## src/rtl/pxc_pkg.sv

```systemverilog
package pxc_pkg;
  typedef enum logic {
    ST_IDLE = 1'b0,
    ST_RUN  = 1'b1
  } pxc_state_e;
endpackage

```

## src/rtl/pxc_fifo.sv

```systemverilog
module pxc_fifo #(
  parameter int W     = 12,
  parameter int DEPTH = 16,
  localparam int AW   = (DEPTH > 1) ? $clog2(DEPTH) : 1,
  localparam int CW   = $clog2(DEPTH + 1)
) (
  input  logic          clk,
  input  logic          rst,
  input  logic          wr_en,
  input  logic [W-1:0]  wr_data,
  input  logic          rd_en,
  output logic [W-1:0]  rd_data,
  output logic [CW-1:0] fill,
  output logic          drop
);
  localparam logic [AW-1:0] LAST = AW'(DEPTH - 1);
  localparam logic [CW-1:0] FULL = CW'(DEPTH);

  logic [W-1:0]  mem [DEPTH];
  logic [AW-1:0] wr_ptr, rd_ptr;
  logic [CW-1:0] cnt_q;
  logic          do_wr, do_rd;

  assign do_wr   = wr_en && (cnt_q != FULL);
  assign do_rd   = rd_en && (cnt_q != '0);
  assign drop    = wr_en && (cnt_q == FULL);
  assign rd_data = mem[rd_ptr];
  assign fill    = cnt_q;

  // storage without reset so it maps onto RAM
  always_ff @(posedge clk) begin
    if (do_wr) mem[wr_ptr] <= wr_data;
  end

  always_ff @(posedge clk) begin
    if (rst) begin
      wr_ptr <= '0;
      rd_ptr <= '0;
      cnt_q  <= '0;
    end else begin
      if (do_wr) wr_ptr <= (wr_ptr == LAST) ? '0 : wr_ptr + 1'b1;
      if (do_rd) rd_ptr <= (rd_ptr == LAST) ? '0 : rd_ptr + 1'b1;
      case ({do_wr, do_rd})
        2'b10:   cnt_q <= cnt_q + 1'b1;
        2'b01:   cnt_q <= cnt_q - 1'b1;
        default: cnt_q <= cnt_q;
      endcase
    end
  end
endmodule

```

## src/rtl/pxc_ctrl.sv

```systemverilog
module pxc_ctrl #(
  parameter int NSRC  = 3,
  parameter int CELLS = 6,
  parameter int CW    = 5,
  localparam int SW   = (NSRC > 1) ? $clog2(NSRC) : 1,
  localparam int LW   = (CELLS > 1) ? $clog2(CELLS) : 1
) (
  input  logic               clk,
  input  logic               rst,
  input  logic [NSRC*CW-1:0] fill,
  output logic [NSRC-1:0]    rd_sel,
  output logic [SW-1:0]      src,
  output logic               run,
  output logic               slice0
);
  import pxc_pkg::*;

  localparam logic [CW-1:0] NEED     = CW'(CELLS);
  localparam logic [LW-1:0] LAST_LN  = LW'(CELLS - 1);
  localparam logic [SW-1:0] LAST_SRC = SW'(NSRC - 1);

  pxc_state_e    state_q;
  logic [SW-1:0] src_q;
  logic [LW-1:0] cell_q;
  logic [NSRC-1:0] enough;

  for (genvar k = 0; k < NSRC; k++) begin : g_need
    assign enough[k] = fill[k*CW +: CW] >= NEED;
  end

  always_ff @(posedge clk) begin
    if (rst) begin
      state_q <= ST_IDLE;
      src_q   <= '0;
      cell_q  <= '0;
    end else begin
      case (state_q)
        ST_IDLE: begin
          src_q  <= '0;
          cell_q <= '0;
          if (&enough) state_q <= ST_RUN;
        end
        default: begin
          if (cell_q == LAST_LN) begin
            cell_q <= '0;
            if (src_q == LAST_SRC) begin
              src_q   <= '0;
              state_q <= ST_IDLE;
            end else begin
              src_q <= src_q + 1'b1;
            end
          end else begin
            cell_q <= cell_q + 1'b1;
          end
        end
      endcase
    end
  end

  assign run    = (state_q == ST_RUN);
  assign src    = src_q;
  assign slice0 = run && (src_q == '0) && (cell_q == '0);

  always_comb begin
    rd_sel = '0;
    if (run) rd_sel[src_q] = 1'b1;
  end
endmodule

```

## src/rtl/pxc_chan.sv

```systemverilog
module pxc_chan #(
  parameter int W     = 12,
  parameter int DEPTH = 16,
  parameter int NSRC  = 3,
  parameter int CELLS = 6,
  localparam int CW   = $clog2(DEPTH + 1),
  localparam int SW   = (NSRC > 1) ? $clog2(NSRC) : 1
) (
  input  logic              clk,
  input  logic              rst,
  input  logic [NSRC*W-1:0] in_data,
  input  logic [NSRC-1:0]   in_valid,
  output logic [W-1:0]      out_data,
  output logic              out_valid,
  output logic              out_first,
  output logic              out_ovf
);
  logic [W-1:0]       rd_word [NSRC];
  logic [NSRC*CW-1:0] fill;
  logic [NSRC-1:0]    rd_sel, drop;
  logic [SW-1:0]      src;
  logic               run, slice0;

  for (genvar k = 0; k < NSRC; k++) begin : g_q
    pxc_fifo #(.W(W), .DEPTH(DEPTH)) u_fifo (
      .clk     (clk),
      .rst     (rst),
      .wr_en   (in_valid[k]),
      .wr_data (in_data[k*W +: W]),
      .rd_en   (rd_sel[k]),
      .rd_data (rd_word[k]),
      .fill    (fill[k*CW +: CW]),
      .drop    (drop[k])
    );
  end

  pxc_ctrl #(.NSRC(NSRC), .CELLS(CELLS), .CW(CW)) u_ctrl (
    .clk    (clk),
    .rst    (rst),
    .fill   (fill),
    .rd_sel (rd_sel),
    .src    (src),
    .run    (run),
    .slice0 (slice0)
  );

  always_ff @(posedge clk) begin
    if (rst) begin
      out_data  <= '0;
      out_valid <= 1'b0;
      out_first <= 1'b0;
      out_ovf   <= 1'b0;
    end else begin
      out_data  <= run ? rd_word[src] : '0;
      out_valid <= run;
      out_first <= slice0;
      if (|drop) out_ovf <= 1'b1;
    end
  end
endmodule

```

## src/rtl/pixel_concentrator.sv

```systemverilog
module pixel_concentrator #(
  parameter int W           = 12,
  parameter int DEPTH       = 16,
  parameter int CELLS       = 6,
  parameter int SRCS_PER_CH = 3,
  parameter int NUM_CH      = 2,
  localparam int NUM_SRC    = NUM_CH * (SRCS_PER_CH - 1) + 1
) (
  input  logic                clk,
  input  logic                rst,
  input  logic [NUM_SRC*W-1:0] src_word,
  input  logic [NUM_SRC-1:0]  src_valid,
  output logic [NUM_CH*W-1:0] ch_word,
  output logic [NUM_CH-1:0]   ch_valid,
  output logic [NUM_CH-1:0]   ch_first,
  output logic [NUM_CH-1:0]   ch_ovf
);
  // neighbouring channels share their boundary source
  for (genvar c = 0; c < NUM_CH; c++) begin : g_ch
    localparam int BASE = c * (SRCS_PER_CH - 1);
    pxc_chan #(.W(W), .DEPTH(DEPTH), .NSRC(SRCS_PER_CH), .CELLS(CELLS)) u_chan (
      .clk       (clk),
      .rst       (rst),
      .in_data   (src_word[BASE*W +: SRCS_PER_CH*W]),
      .in_valid  (src_valid[BASE +: SRCS_PER_CH]),
      .out_data  (ch_word[c*W +: W]),
      .out_valid (ch_valid[c]),
      .out_first (ch_first[c]),
      .out_ovf   (ch_ovf[c])
    );
  end
endmodule

```

## config.mk

```make
export PLATFORM = sky130hd
export DESIGN_NAME = pixel_concentrator
export DESIGN_NICKNAME = d
export VERILOG_FILES = /design/src/rtl/pxc_pkg.sv /design/src/rtl/pxc_fifo.sv /design/src/rtl/pxc_ctrl.sv /design/src/rtl/pxc_chan.sv /design/src/rtl/pixel_concentrator.sv
export SDC_FILE = /design/constraint.sdc
export NUM_CORES = 1
export LEC_CHECK = 0
export ABC_AREA = 0
export BUFFER_PORTS_ARGS = -buffer_cell sky130_fd_sc_hd__buf_4
export CAP_MARGIN = 30
export CORE_AREA = 5 5 320 322
export CTS_BUF_LIST = sky130_fd_sc_hd__clkbuf_4
export DETAILED_ROUTE_END_ITERATION = 16
export DIE_AREA = 0 0 325 327
export GPL_ROUTABILITY_DRIVEN = 0
export PLACE_DENSITY = 0.77
export SYNTH_ARGS = -nofsm -noshare
export SYNTH_HDL_FRONTEND = slang
export SYNTH_SLANG_ARGS = --single-unit
```

## constraint.sdc

```tcl
create_clock -name clk -period 3.84 [get_ports clk]
set_input_delay 0.384 -clock clk [delete_from_list [all_inputs] [get_ports clk]]
set_output_delay 0.384 -clock clk [all_outputs]
set_load 0.005 [all_outputs]
```

* After elaboration in Yosys (flattened, before gate mapping)
Memories as Yosys holds them, arrays and structs flattened. A register that Yosys moved wholly into a read port is not among the register bits.
Cells that the tools add are included.
** Cells by class
- $add $sub $neg :: 28
- Magnitude comparators :: 12
- Eq/ne operators :: 40
- Muxes and demuxes :: 64
- Bitwise gates (word level) :: 4
- Reduce and logical (&&, ||, !) cells :: 48
** Operators with widths (count)
- $mux 4 :: 24
- $pmux 5 s2 :: 6
- $add 4x1->4 const B :: 12
- $bmux 12 s2 :: 2
- $eq 4x4->1 const B :: 12
- $mux 12 :: 4
- $add 5x1->5 const B :: 6
- $eq 5x5->1 const B :: 6
- $ge 5x3->1 const B :: 6
- $ne 5x5->1 const B :: 6
- $reduce_bool 5->1 :: 6
- $sub 5x1->5 const B :: 6
- $logic_and 1x1->1 :: 24
- $mux 1 :: 22
- $eq 2x2->1 const B :: 8
- $eq 2x1->1 const B :: 6
- $reduce_bool 2->1 :: 6
- $reduce_or 3->1 :: 4
- $add 3x1->3 const B :: 2
- $eq 3x3->1 const B :: 2
- $ge 3x3->1 const B :: 2
- $logic_not 3->1 :: 2
- $lt 2x3->1 const B :: 2
- $mux 3 :: 2
- 9 further kinds :: 18
** Word-level totals
- Bits in registers :: 120
- Memory bits (writable) :: 1152
- Input port bits :: 67
- Output and inout port bits :: 30
- Memories kept :: 6
** Memories
- g_ch[0].u_chan.g_q[0].u_fifo.mem :: words 16, width 12, read ports 1, clocked after memory_dff 1, wr ports 1, RTL line pxc_fifo.sv:19 : logic [W-1:0] mem [DEPTH];
- g_ch[0].u_chan.g_q[1].u_fifo.mem :: words 16, width 12, read ports 1, clocked after memory_dff 1, wr ports 1, RTL line pxc_fifo.sv:19
- g_ch[0].u_chan.g_q[2].u_fifo.mem :: words 16, width 12, read ports 1, clocked after memory_dff 1, wr ports 1, RTL line pxc_fifo.sv:19
- g_ch[1].u_chan.g_q[0].u_fifo.mem :: words 16, width 12, read ports 1, clocked after memory_dff 1, wr ports 1, RTL line pxc_fifo.sv:19
- g_ch[1].u_chan.g_q[1].u_fifo.mem :: words 16, width 12, read ports 1, clocked after memory_dff 1, wr ports 1, RTL line pxc_fifo.sv:19
- g_ch[1].u_chan.g_q[2].u_fifo.mem :: words 16, width 12, read ports 1, clocked after memory_dff 1, wr ports 1, RTL line pxc_fifo.sv:19

* Logic depth before layout (Yosys ltp)
Gate-level depths: netlist of the first run.
- Depth after elaboration :: 8
- Gate-level depth with buffers :: 14

* Hierarchy
A second synthesis of the first run with hierarchy kept.
** Unflattened totals
- Cell total of the unflattened synthesis :: 2541
- Area total of the unflattened synthesis :: 51424.3 um2
** By module, submodules not included
- pxc_fifo (g_ch[0].u_chan.g_q[0].u_fifo ...) :: instances 5, cells each 381, area each 8225.4 um2, sequential area each 6105.9 um2
- pxc_fifo (g_ch[1].u_chan.g_q[2].u_fifo) :: instances 1, cells each 420, area each 8232.9 um2, sequential area each 6105.9 um2
- pxc_chan :: instances 2, cells each 73, area each 704.4 um2, sequential area each 300.3 um2
- pxc_ctrl :: instances 2, cells each 35, area each 327.8 um2, sequential area each 120.1 um2

* Worst setup path before layout of the first run
Ideal clock, no wire load.
- Path kind :: flip-flop to flip-flop
- From :: register g_ch[0].u_chan.g_q[1].u_fifo.cnt_q[1]
- To :: register g_ch[0].u_chan.g_q[1].u_fifo.cnt_q[4]
- Arrival :: 2.884 ns
- Required time :: 3.770 ns
- Setup slack :: 0.886 ns
- Cell stages (with the launch flop) :: 15
- Buffers on the path :: 3
- Path through :: dfxtp_1 -> buf_2 -> nor4_1 -> a21boi_0 -> buf_2 -> inv_1 -> ha_1 -> clkbuf_1 -> xor2_1 -> ha_1 -> a21o_1 -> a22oi_1 -> o211a_1 -> or3_1 -> a21oi_1
** Between the ends
- Cells in the longest elaborated chain, start to end :: 4
- Elaborated cells between the ends (all ways) :: 10
** RTL lines
- start: declaration :: RTL line pxc_fifo.sv:21 : logic [CW-1:0] cnt_q;
- start signal: assignment :: RTL line pxc_fifo.sv:44 : 2'b10: cnt_q <= cnt_q + 1'b1;
- start signal: assignment :: RTL line pxc_fifo.sv:45 : 2'b01: cnt_q <= cnt_q - 1'b1;
- start signal: assignment :: RTL line pxc_fifo.sv:46 : default: cnt_q <= cnt_q;
- branches (longest 4 deep; another with $sub 5x1->5)
Several ways; the timed one is not identified.
A chain may end at the register's enable or synchronous reset.

* Final worst setup path of the first run
- From :: register g_ch[1].u_chan.g_q[1].u_fifo.cnt_q[1]
- To :: register g_ch[1].u_chan.g_q[1].u_fifo.cnt_q[4]
** Between the ends
- Cells in the longest elaborated chain, start to end :: 4
- Elaborated cells between the ends (all ways) :: 10
** RTL lines (RTL line)
- start: declaration :: pxc_fifo.sv:21
- start signal: assignment :: pxc_fifo.sv:44
- start signal: assignment :: pxc_fifo.sv:45
- start signal: assignment :: pxc_fifo.sv:46
- branches (longest 4 deep; another with $sub 5x1->5)
Several ways; the timed one is not identified.

==> flow_metrics.env, run 1 <==
export IMPL_track_usage_pct=21.7
export IMPL_grt_max_degree=49
export IMPL_ys_types=69
export IMPL_synth_area_leaders="edfxtp_1 (68%), mux4_2 (11%), dfxtp_1 (5.6%)"
export IMPL_synth_edf_count=1152
export IMPL_route_detailed_drc=0
export IMPL_worstSetupEndpointType="flop"
export IMPL_timing_rr_end="g_ch[1].u_chan.g_q[1].u_fifo.fill[4]$_SDFFE_PP0P_"
export IMPL_portBuffers=96
export IMPL_cts_path_max_buffers=4
export IMPL_fmax_ghz=0.306
export IMPL_grt_pass1_vias=29700
export IMPL_grt_ovfl_total=0
export IMPL_drt_total_wl_mm=116
export IMPL_status="finished with violations"
export IMPL_arrival_ns=4.30
export IMPL_synth_top_area_share_pct=67.6
export IMPL_muxShareOfSynthArea_pct=14.0
export IMPL_cts_made_buffers=333
export IMPL_maxUsedRoutingLayer="met5"
export IMPL_synth_compound_area_share_pct=4.66
export IMPL_wl_met2_mm=59.2
export IMPL_clock_skew_ns=0.0995
export IMPL_drv_slew=0
export IMPL_clock_latency_ns=1.20
export IMPL_avgSynthCellArea_um2=18.6
export IMPL_powerDensity_mw_per_mm2=470
export IMPL_antenna_found_initial=5
export IMPL_critPathCapture="g_ch[1].u_chan.g_q[1].u_fifo.fill[4]$_SDFFE_PP0P_"
export IMPL_relSlewSlack_pct=35.4
export IMPL_yosys_area_share_simple_pct=4.10
export IMPL_post_cts_buffers=0
export IMPL_final_cell_mix="edfxtp_1 (1,152), clkbuf_4 (493), mux4_2 (243), buf_4 (226), nor2_1 (163)"
export IMPL_numClockSinks=1296
export IMPL_p_leak_nw=19.3
export IMPL_ant_nets=1
export IMPL_cap_violations=0
export IMPL_cp_start_kind="flop"
export IMPL_cts_tree="done"
export IMPL_synthXorXnorAreaFrac_pct=0.582
export IMPL_worst_setup_path_type="reg2reg"
export IMPL_p_total_mw=27.8
export IMPL_synth_seq_cells=1296
export IMPL_num_io_pins=97
export IMPL_synthFlopType="edfxtp_1"
export IMPL_ys_async_sr_fraction_pct=0
export IMPL_die_width_um=325
export IMPL_synth_largest_area_cell="edfxtp_1"
export IMPL_root_buffer="clkbuf_4"
export IMPL_die_h_um=327
export IMPL_hpwlAfterDp_mm=72.0
export IMPL_setup_tns_ns=0
export IMPL_yosysSeqAreaShare_pct=73.2
export IMPL_setup_violations=0
export IMPL_dpl_cell_area_mm2=0.0538
export IMPL_worst_pin_slew_ns=0.967
export IMPL_drt_initial_drc_count=2959
export IMPL_cp_max_fo=11
export IMPL_nets=3405
export IMPL_layout_commonest_cell="edfxtp_1"
export IMPL_required_ns=4.87
export IMPL_hold_violations=0
export IMPL_via_per_inst=5.92
export IMPL_synthesis_nets=2875
export IMPL_dieArea_mm2=0.106
export IMPL_critPathLaunch="g_ch[1].u_chan.g_q[1].u_fifo.fill[1]$_SDFFE_PP0P_"
export IMPL_h_tree_depth=5
export IMPL_hold_path_class="in2reg"
export IMPL_r2r_start="g_ch[1].u_chan.g_q[1].u_fifo.fill[1]$_SDFFE_PP0P_"
export IMPL_design_area_mm2=0.0591
export IMPL_reg2reg_slack_ns=0.57
export IMPL_synth_top_family_by_area="multiplexers"
export IMPL_setup_slack_ns=0.573
export IMPL_finalCriticalPeriod_ns=3.27
export IMPL_period_share_pct=85.1
export IMPL_via_count=28500
export IMPL_firstDrtPassIters=6
export IMPL_rows=116
export IMPL_start_util_pct=51.6
export IMPL_fill_cells=6994
export IMPL_yosys_warnings=0
export IMPL_post_drt_wl_per_cell_um=24.0
export IMPL_cts_reportedPaths_clkPinSlew_ns=0.06
export IMPL_synth_fa_ha_area_share_pct=1.42
export IMPL_netlist_area_mm2=0.0512
export IMPL_grt_pass1_wl_mm=177
export IMPL_reg2reg_depth=12
export IMPL_rsz0062_at_grt="false"
export IMPL_coreArea_mm2=0.0993
export IMPL_met3_length_mm=10.1
export IMPL_drive_gt1_share_pct=30.1
export IMPL_cts_resized=0
export IMPL_violations="antenna violations"
export IMPL_postSynthCellCount=2750
export IMPL_pre_cts_ws_ns=0.665
export IMPL_area_growth_pct=15.5
export IMPL_vdd_drop_max_mv=0.375
export IMPL_drt_met1_wl_mm=43.0
layer usage:
layer | vias up | global-route usage, %
met3 | 241 | 5.05
met1 | 14400 | 27.5
met2 | 1488 | 36.6
li1 | 12400 | -
met5 | - | 0
met4 | 4 | 8.41
registers in the layout, indices dropped and copies added, names as in the netlist, 4 cells and up, named ones only:
name / flops
g_ch.u_chan.g_q.u_fifo.rd_ptr: 24
g_ch.u_chan.u_ctrl.cell_q: 6
g_ch.u_chan.out_data: 24
g_ch.u_chan.u_ctrl.src: 4
g_ch.u_chan.g_q.u_fifo.mem: 1152
g_ch.u_chan.g_q.u_fifo.fill: 30
g_ch.u_chan.g_q.u_fifo.wr_ptr: 24
Yosys cell counts (4+ instances only):
| cell type | n |
|---|---|
| mux2i_1 | 134 |
| nand2b_1 | 21 |
| o21ai_0 | 37 |
| xnor2_1 | 5 |
| clkbuf_1 | 56 |
| edfxtp_1 | 1152 |
| nor2_2 | 4 |
| or3_1 | 16 |
| ha_1 | 58 |
| a22oi_1 | 44 |
| or4_1 | 5 |
| buf_8 | 7 |
| or3b_1 | 8 |
| buf_1 | 14 |
| mux4_2 | 243 |
| and2_1 | 9 |
| nand3b_1 | 11 |
| a221oi_1 | 23 |
| nor3_1 | 44 |
| mux2_2 | 28 |
| a211oi_1 | 7 |
| a31oi_1 | 24 |
| xor2_1 | 29 |
| a22o_1 | 30 |
| o211ai_1 | 24 |
| nand3_1 | 21 |
| and3_1 | 4 |
| buf_4 | 22 |
| a41oi_1 | 20 |
| inv_1 | 39 |
| a21oi_1 | 75 |
| a21o_1 | 7 |
| nand2_1 | 94 |
| buf_2 | 35 |
| a21boi_0 | 8 |
| o211a_1 | 4 |
| nor2b_1 | 12 |
| buf_6 | 16 |
| nor2_1 | 163 |
| dfxtp_1 | 144 |
| a21boi_1 | 4 |
cell type report:
cell class	count	area (um2)	share of cell area, %
antenna	13	32.5	0.0550
clock buffer	493	3700	6.26
timing repair buffer	347	2960	5.01
multi-input combinational	1263	12700	21.5
sequential	1296	37500	63.4
inverter	39	146	0.248
tap	1298	1620	2.75
clock inverter	71	437	0.739
where the power goes:
part           switching [mW]  internal [mW]
sequential             0.0715           15.5
clock                    5.26           6.24
combinational           0.474          0.291
worst max-delay path, cell delays in order, from the launching register on:
cell      delay (ns)
dfxtp_1         0.39
nor4_1          0.57
a21boi_0        0.18
buf_4           0.20
inv_1           0.08
ha_1            0.34
xor2_1          0.13
ha_1            0.24
nand2b_1        0.09
a21boi_1        0.07
o21a_1          0.20
or4_1           0.48
a21oi_1         0.15
kinds of logic (layout without fill, tap and decap cells):
kind of cell	Yosys count	count (layout)
AO/OA/AOI/OAI	333	333
AND/OR/NAND/NOR	432	432
adder cells (fa/ha/maj)	58	58
XOR/XNOR	34	34
multiplexers	406	406
flip-flops	1296	1296
buffers and inverters	191	950
other	0	13
what timing repair did:
item,4_1_cts,5_1_grt
endpoints found under the setup margin,0,0
hold buffers,116,0
hold endpoints to repair,1239,0
through the flow:
step	util (%)	hold WS [ns]	std cells
6_report	59.6	0.0902	4820
5_1_grt	59.5	0.0114	4813
4_1_cts	59.5	0.000739	4806
3_5_place_dp	54.2	0.465	4126
3_3_place_gp	54.1	0.441	4124
2_1_floorplan	-	0.433	2750
how the worst min path moves through the flow:
stage / from / end / slack, ns / cells past startpoint
2_1_floorplan: g_ch[0].u_chan.u_ctrl.cell_q[0]$_SDFF_PP0_ / g_ch[0].u_chan.u_ctrl.cell_q[0]$_SDFF_PP0_ / 0.43 / 1
3_3_place_gp: g_ch[1].u_chan.u_ctrl.cell_q[0]$_SDFF_PP0_ / g_ch[1].u_chan.u_ctrl.cell_q[0]$_SDFF_PP0_ / 0.44 / 1
3_5_place_dp: g_ch[0].u_chan.u_ctrl.cell_q[0]$_SDFF_PP0_ / g_ch[0].u_chan.u_ctrl.cell_q[0]$_SDFF_PP0_ / 0.47 / 1
4_1_cts: src_word[8] / g_ch[0].u_chan.g_q[0].u_fifo.mem[14][8]$_DFFE_PP_ / 0.0007 / 2
5_1_grt: src_word[38] / g_ch[1].u_chan.g_q[1].u_fifo.mem[0][2]$_DFFE_PP_ / 0.01 / 2
6_report: src_word[47] / g_ch[1].u_chan.g_q[1].u_fifo.mem[13][11]$_DFFE_PP_ / 0.09 / 2
Note: power is estimated with default switching activity, not from simulation.
==> inputs of run 2 (changes only) <==
CORE_AREA = 5 5 306 338   (was 5 5 320 322)
DIE_AREA = 0 0 311 343   (was 0 0 325 327)
PLACE_DENSITY = 0.76   (was 0.77)
==> run 2 against run 1 <==
The run now ends clean. Utilization decreased by 0.48 points. Critical path depth fell by 2. Hold slack improved by 0.029 ns. Combinational power hardly changed. Largest cell class unchanged.
==> flow_metrics.env, run 2 (same netlist as run 1, synthesis figures left out) <==
export IMPL_rsz0062_at_grt="false"
export IMPL_grt_pass1_vias=30000
export IMPL_fin_hold_ws_ns=0.120
export IMPL_status="finished clean"
export IMPL_arrival_ns=4.20
export IMPL_hold_buffers=110
export IMPL_relSlewSlack_pct=30.5
export IMPL_setup_slack_ns=0.621
export IMPL_vdd_drop_max_mv=0.336
export IMPL_drv_slew=0
export IMPL_instances_no_fill=4795
export IMPL_hold_violations=0
export IMPL_cts_made_buffers=325
export IMPL_post_place_cells=4127
export IMPL_root_buffer="clkbuf_4"
export IMPL_drt_initial_drc_count=2810
export IMPL_hold_path_class="in2reg"
export IMPL_reg2reg_depth=10
export IMPL_path_cells="nor4_1 -> a21boi_0 -> buf_4 -> inv_1 -> ha_1 -> or3b_1 -> a21boi_0 -> nor3_1 -> or3b_1 -> a21oi_1"
export IMPL_layout_commonest_cell="edfxtp_1"
export IMPL_slowest_stage="nor4_1"
export IMPL_final_cell_mix="edfxtp_1 (1,152), clkbuf_4 (475), mux4_2 (243), buf_4 (219), nor2_1 (163)"
export IMPL_worst_setup_path_type="reg2reg"
export IMPL_drive_gt1_share_pct=29.9
export IMPL_num_io_pins=97
export IMPL_required_ns=4.82
export IMPL_cap_violations=0
export IMPL_via_count=28300
export IMPL_cp_start_kind="flop"
export IMPL_grt_pass1_wl_mm=178
export IMPL_antenna_found_initial=3
export IMPL_cts_path_max_buffers=4
export IMPL_largest_reg_flops=1152
export IMPL_firstDrtPassIters=8
export IMPL_critPathTopFamily="simple AND/OR/NAND/NOR gates"
export IMPL_drt_total_wl_mm=117
export IMPL_via_per_inst=5.91
export IMPL_p_leak_nw=19.2
export IMPL_area_growth_pct=15.2
export IMPL_cp_max_fo=11
export IMPL_nets=3387
export IMPL_clock_latency_ns=1.17
export IMPL_path_depth=10
export IMPL_setup_tns_ns=0
export IMPL_track_usage_pct=21.9
export IMPL_fmax_ghz=0.311
export IMPL_cts_reportedPaths_clkPinSlew_ns=0.07
export IMPL_cts_resized=0
export IMPL_route_detailed_drc=0
export IMPL_worst_pin_slew_ns=1.04
export IMPL_regMostFlops="g_ch.u_chan.g_q.u_fifo.mem"
export IMPL_coreArea_mm2=0.0998
export IMPL_die_width_um=311
export IMPL_grt_ovfl_total=0
export IMPL_max_stage_delay_ns=0.51
export IMPL_h_tree_depth=5
export IMPL_grt_max_degree=55
export IMPL_cp_num_buf_inv=2
export IMPL_cts_tree="done"
export IMPL_start_util_pct=51.3
export IMPL_period_share_pct=83.8
export IMPL_min_path_cells=2
export IMPL_post_drt_wl_per_cell_um=24.4
export IMPL_hpwlAfterDp_mm=72.5
export IMPL_die_h_um=343
export IMPL_numClockSinks=1296
export IMPL_ant_nets=0
export IMPL_rows=122
export IMPL_clock_skew_ns=0.131
export IMPL_post_cts_buffers=0
export IMPL_finalCriticalPeriod_ns=3.22
export IMPL_setup_violations=0
export IMPL_powerDensity_mw_per_mm2=468
export IMPL_portBuffers=96
export IMPL_pre_cts_ws_ns=0.687
export IMPL_worstSetupEndpointType="flop"
export IMPL_p_total_mw=27.6
export IMPL_dieArea_mm2=0.107
-- run 2: final timing paths --
path / startpoint / to / slack [ns]
max: g_ch[1].u_chan.g_q[1].u_fifo.fill[1]$_SDFFE_PP0P_ / g_ch[1].u_chan.g_q[1].u_fifo.fill[3]$_SDFFE_PP0P_ / 0.62
min reg2reg: g_ch[1].u_chan.g_q[2].u_fifo.rd_ptr[3]$_SDFFE_PP0N_ / flop / 0.45
min: src_word[17] / g_ch[0].u_chan.g_q[1].u_fifo.mem[15][5]$_DFFE_PP_ / 0.12
max reg2reg: g_ch[1].u_chan.g_q[1].u_fifo.fill[1]$_SDFFE_PP0P_ / g_ch[1].u_chan.g_q[1].u_fifo.fill[3]$_SDFFE_PP0P_ / 0.62
-- run 2: final cells by class --
class                           instances  area, um2
Fill cell                            7105      40900
Inverter                               39        146
Multi-Input combinational cell       1263      12800
Tap cell                             1302       1630
Timing Repair Buffer                  337       2890
Clock buffer                          475       3570
Sequential cell                      1296      37500
Antenna cell                            6       15.0
Clock inverter                         77        464
-- run 2: stage by stage --
stage | util [%] | cell area [um2]
2_1_floorplan | - | 51200
3_3_place_gp | 53.9 | 53800
3_5_place_dp | 53.9 | 53800
4_1_cts | 59.1 | 59000
5_1_grt | 59.1 | 59000
6_report | 59.1 | 59000
-- run 2: power breakdown --
| group | leakage (nW) | switching (mW) | internal (mW) | total (mW) |
|---|---|---|---|---|
| logic | 5.20 | 0.479 | 0.287 | 0.766 |
| registers | 11.6 | 0.0707 | 15.5 | 15.5 |
| clock network | 2.40 | 5.24 | 6.05 | 11.3 |
| total | 19.2 | 5.79 | 21.8 | 27.6 |
-- run 2: worst reg2reg max path, cell delays in order (launching register included) --
cell      delay (ns)
dfxtp_1         0.40
nor4_1          0.51
a21boi_0        0.18
buf_4           0.20
inv_1           0.09
ha_1            0.34
or3b_1          0.38
a21boi_0        0.33
nor3_1          0.12
or3b_1          0.36
a21oi_1         0.21
-- run 2: per-layer routing --
metal / global-route usage, % / wire [um] / vias up
met5: 0 / 0 / -
met4: 8.38 / 3740 / 0
met3: 5.32 / 9410 / 227
met2: 38.6 / 61300 / 1356
met1: 26.3 / 42500 / 14400
li1: - / - / 12300
